$ cat src/rtl/ral16_alu_pkg.sv
package ral16_alu_pkg;
  localparam int FN_W = 3;

  typedef enum logic [3:0] {
    OP_ADD, OP_SUB, OP_MUL,
    OP_OR,  OP_NOT, OP_AND, OP_XOR,
    OP_SLL, OP_SRL, OP_SRA,
    OP_BAD
  } alu_op_e;
endpackage

$ cat src/rtl/ral16_decode.sv
module ral16_decode
  import ral16_alu_pkg::*;
(
  input  logic            grp_sel,
  input  logic [FN_W-1:0] fn_code,
  output alu_op_e         op,
  output logic            bad
);
  always_comb begin
    op = OP_BAD;
    if (!grp_sel) begin
      case (fn_code)
        3'b100:  op = OP_ADD;
        3'b101:  op = OP_SUB;
        3'b110:  op = OP_MUL;
        default: op = OP_BAD;
      endcase
    end else begin
      case (fn_code)
        3'b000:  op = OP_OR;
        3'b001:  op = OP_NOT;
        3'b010:  op = OP_AND;
        3'b011:  op = OP_XOR;
        3'b100:  op = OP_SLL;
        3'b101:  op = OP_SRL;
        3'b110:  op = OP_SRA;
        default: op = OP_BAD;
      endcase
    end
    bad = (op == OP_BAD);
  end

  // Group 1 must never reach an arithmetic operation
  always_comb begin
    if (grp_sel)
      assert_grp1_not_arith_R4: assert (op != OP_ADD && op != OP_SUB && op != OP_MUL);
  end
endmodule

$ cat src/rtl/ral16_arith.sv
module ral16_arith #(
  parameter int DATA_W = 16
) (
  input  logic [DATA_W-1:0] a,
  input  logic [DATA_W-1:0] b,
  output logic [DATA_W-1:0] sum,
  output logic [DATA_W-1:0] diff,
  output logic [DATA_W-1:0] prod
);
  always_comb begin
    sum  = a + b;
    diff = a - b;
    prod = a * b;
  end

  logic [DATA_W-1:0] back_a;
  logic [DATA_W-1:0] fwd_a;
  always_comb begin
    back_a = diff + b;
    fwd_a  = sum - b;
    assert_sub_inverts_R2: assert (back_a == a);
    assert_add_inverts_R1: assert (fwd_a == a);
  end
endmodule

$ cat src/rtl/ral16_shift.sv
module ral16_shift #(
  parameter int DATA_W  = 16,
  parameter int SHAMT_W = $clog2(DATA_W)
) (
  input  logic [DATA_W-1:0]  a,
  input  logic [SHAMT_W-1:0] shamt,
  output logic [DATA_W-1:0]  sll_out,
  output logic [DATA_W-1:0]  srl_out,
  output logic [DATA_W-1:0]  sra_out
);
  logic [DATA_W-1:0] lft [SHAMT_W+1];
  logic [DATA_W-1:0] rzf [SHAMT_W+1];
  logic [DATA_W-1:0] rsf [SHAMT_W+1];
  logic              sgn;

  assign sgn    = a[DATA_W-1];
  assign lft[0] = a;
  assign rzf[0] = a;
  assign rsf[0] = a;

  for (genvar k = 0; k < SHAMT_W; k++) begin : g_stage
    localparam int STEP = 1 << k;
    assign lft[k+1] = shamt[k] ? {lft[k][DATA_W-1-STEP:0], {STEP{1'b0}}} : lft[k];
    assign rzf[k+1] = shamt[k] ? {{STEP{1'b0}}, rzf[k][DATA_W-1:STEP]} : rzf[k];
    assign rsf[k+1] = shamt[k] ? {{STEP{sgn}}, rsf[k][DATA_W-1:STEP]} : rsf[k];
  end

  assign sll_out = lft[SHAMT_W];
  assign srl_out = rzf[SHAMT_W];
  assign sra_out = rsf[SHAMT_W];

  always_comb begin
    if (shamt != '0)
      assert_srl_zero_fill_R7: assert (srl_out[DATA_W-1] == 1'b0);
    assert_sra_sign_fill_R8: assert (sra_out[DATA_W-1] == sgn);
  end
endmodule

$ cat src/rtl/ral16_alu.sv
module ral16_alu
  import ral16_alu_pkg::*;
#(
  parameter int DATA_W = 16
) (
  input  logic [DATA_W-1:0] opd_a,
  input  logic [DATA_W-1:0] opd_b,
  input  logic              grp_sel,
  input  logic [FN_W-1:0]   fn_code,
  output logic [DATA_W-1:0] res,
  output logic              illegal
);
  localparam int SHAMT_W = $clog2(DATA_W);

  alu_op_e           op;
  logic              bad;
  logic [DATA_W-1:0] sum, diff, prod;
  logic [DATA_W-1:0] sll_v, srl_v, sra_v;

  ral16_decode u_dec (
    .grp_sel (grp_sel),
    .fn_code (fn_code),
    .op      (op),
    .bad     (bad)
  );

  ral16_arith #(.DATA_W(DATA_W)) u_arith (
    .a    (opd_a),
    .b    (opd_b),
    .sum  (sum),
    .diff (diff),
    .prod (prod)
  );

  ral16_shift #(.DATA_W(DATA_W), .SHAMT_W(SHAMT_W)) u_shift (
    .a       (opd_a),
    .shamt   (opd_b[SHAMT_W-1:0]),
    .sll_out (sll_v),
    .srl_out (srl_v),
    .sra_out (sra_v)
  );

  always_comb begin
    case (op)
      OP_ADD:  res = sum;
      OP_SUB:  res = diff;
      OP_MUL:  res = prod;
      OP_OR:   res = opd_a | opd_b;
      OP_NOT:  res = ~opd_a;
      OP_AND:  res = opd_a & opd_b;
      OP_XOR:  res = opd_a ^ opd_b;
      OP_SLL:  res = sll_v;
      OP_SRL:  res = srl_v;
      OP_SRA:  res = sra_v;
      default: res = '0;
    endcase
    illegal = bad;
  end

  always_comb begin
    if (illegal)
      assert_zero_on_reserved_R9: assert (res == '0);
  end
endmodule

$ cat config.mk
export PLATFORM = sky130hd
export DESIGN_NAME = ral16_alu
export DESIGN_NICKNAME = d
export VERILOG_FILES = /design/src/rtl/ral16_alu_pkg.sv /design/src/rtl/ral16_decode.sv /design/src/rtl/ral16_arith.sv /design/src/rtl/ral16_shift.sv /design/src/rtl/ral16_alu.sv
export SDC_FILE = /design/constraint.sdc
export NUM_CORES = 1
export LEC_CHECK = 0
export CORE_UTILIZATION = 60
export DETAILED_ROUTE_END_ITERATION = 8
export DONT_BUFFER_PORTS = 1
export GPL_ROUTABILITY_DRIVEN = 1
export PLACE_DENSITY_LB_ADDON = 0.2
export SLEW_MARGIN = 20
export SYNTH_ARGS = -nofsm -noshare
export SYNTH_HDL_FRONTEND = slang
export SYNTH_HIERARCHICAL = 1
export SYNTH_SLANG_ARGS = --single-unit
$ cat constraint.sdc
create_clock -name vclk -period 24.8
set_clock_uncertainty 0.05 [all_clocks]
set_input_delay 4.96 -clock vclk [all_inputs]
set_output_delay 4.96 -clock vclk [all_outputs]
set_load 0.02 [all_outputs]
==> metrics.yaml <==
sta:
  setup_tns_ns: 0
  slew_headroom: 0.419
  setup_viol_count_final: 0
  rsz0062_at_grt: "no"
  fmax_mhz: 62.3
  tightest_slew_ns: 0.868
  timing.final.crit_share: 0.648
  post-route-min-period_ns: 16.06
  setup_slack_ns: 8.74
  hold_viol_final: 0
  slew_viol_final: 0
die:
  fp.dieW_um: 123
  row_count: 43
  core_mm2: 0.0140
  start_util: 0.622
  die_h_um: 123
  ios: 53
  die-area_mm2: 0.0151
flow_run:
  drv_cap: 0
layout:
  num_antenna_cells: 0
  seq_cell_count: 0
  fill_cells: 1289
  drive_gt1_frac: 0.0481
  multi_input_area_mm2: 0.00775
  n_clock_buffer: 0
  final_area_mm2: 0.00869
  finalNetCount: 1312
  regArea_um2: 0
  area_growth_pct: -0.515
setup_path:
  worstPathMaxFanout: 17
  worst_ep_required_time_ns: 19.79
  worstSetupEndpointType: "output port"
  path_class: "in -> out"
  crit_arrival_ns: 11.05
  start_kind: "primary input"
route:
  vias: 8071
  avgViaCountPerCell: 6.41
  wl_mm: 28.2
  wl_per_cell_um: 22.3
  drcViolationCount: 0
  drtIter0Drc: 855
  drtPass1Iterations: 6
  ant_nets: 0
pwr:
  max-vdd-ir-drop_uv: 221
  p_leak_uw: 0.00429
  p_per_area_mw_per_mm2: 78.0
grt:
  overflow: 0
  grt_pass1_wl_mm: 42.8
  grt_usage: 0.376
  grt_max_degree: 65
  grt_pass1_vias: 7910
  antenna_found_initial: 0
synth:
  yosysUniqueCellTypes: 62
  avgSynthCellArea_um2: 7.65
  netlist_top_cells_area: "fa_1 19%, ha_1 16%, inv_1 7.9%"
  synth-seq-area-share: 0
  syn_nets: 1372
  post_synth_instance_area_mm2: 0.00874
  synth_top_area_frac: 0.186
  synth_cells: 1142
  yosys_warnings: 6
  synth_top_area_cell: "fa_1"
run_status:
  status: "complete, no violations"
clock_tree:
  holdBufCountCts: 0
  post_cts_buffers: 0
  cts_resized: 0
place:
  io_buffers: 0
  hpwlAfterDp_mm: 20.6
  place_area_mm2: 0.00869
  gp_congestion: 1.02
  dp_slack_ns: 8.76
min_path:
  min_from: "grp_sel"
  holdPathEnd: "illegal"
  hp-class: "in -> out"
  holdPathStages: 1
-- cell usage in the layout (no fill, tap or decap), types with 17 or more instances in the layout --
master	n
a21oi_1	39
a22oi_1	21
and2_1	49
fa_1	81
ha_1	113
inv_1	184
mux2_2	21
mux2i_1	51
nand2_1	106
nor2_1	78
o21ai_0	44
o22ai_1	22
xnor2_1	51
xor2_1	17
-- synth_stat cells (15+ instances only) --
library cell / number
mux2i_1: 51
xor2_1: 17
nor2b_1: 15
ha_1: 113
xnor2_1: 51
nand2_1: 106
buf_2: 20
and2_1: 49
fa_1: 81
o22ai_1: 23
o21ai_0: 44
mux2_2: 21
clkbuf_1: 34
nor2_1: 78
inv_1: 184
a21oi_1: 39
a22oi_1: 21
-- report_power, final --
group | switching, uW | internal [uW]
logic | 401 | 278
registers | 0 | 0
clock network | 0 | 0
-- routing by layer --
metal | global-route usage | up-vias | share of wire
li1 | - | 3687 | -
met1 | 0.472 | 3847 | 0.39
met3 | 0.0734 | 101 | 0.099
met2 | 0.619 | 436 | 0.46
met5 | 0 | - | 0
met4 | 0.172 | 0 | 0.050
-- through the flow --
stage	cells	power, uW	hold WS (ns)	util
final	1260	678	10.0	0.619
after global placement	1260	657	10.0	0.619
after CTS	1260	669	10.0	0.619
after global routing	1260	747	10.01	0.619
after detailed placement	1260	663	10.0	0.619
after floorplan	1142	499	10.02	-
-- worst max-delay path by stage --
stage,slack (ns),startpoint,to
floorplan,9.39,opd_a[1],res[15]
global placement,8.88,opd_a[1],res[15]
detailed placement,8.76,opd_a[1],res[15]
CTS,8.74,opd_a[1],res[15]
global route,8.48,opd_a[1],res[15]
finish,8.74,opd_a[1],res[15]
-- layout make-up --
cell class | count | area share
multi-input combinational | 892 | 0.892
inverter | 185 | 0.0799
tap | 180 | 0.0259
timing repair buffer | 3 | 0.00259
-- kinds of logic (layout without fill, tap and decap cells) --
family                     count (synthesis)  after routing  synth area share
buffers and inverters                    250            188             0.116
AOI/OAI and AO/OA                        229            229             0.177
muxes                                     84             84             0.116
xor gates and xnor gates                  68             68            0.0681
and+or+nand+nor                          317            317             0.176
adders and majority gates                194            194             0.347
-- critical path, stage by stage --
cell and delay [ns]:
clkinv_1 0.30, nor2_1 0.25, fa_1 0.44, fa_1 0.46, ha_1 0.20, fa_1 0.49
inv_1 0.06, fa_1 0.49, fa_1 0.49, inv_1 0.05, ha_1 0.32, and3_1 0.20
a2111oi_0 0.69, o31ai_1 0.20, a21oi_1 0.36, xnor2_1 0.13, mux2_2 0.27, a22oi_1 0.17
o211ai_1 0.11, a211o_1 0.40
Note: power is estimated with default switching activity, not from simulation.
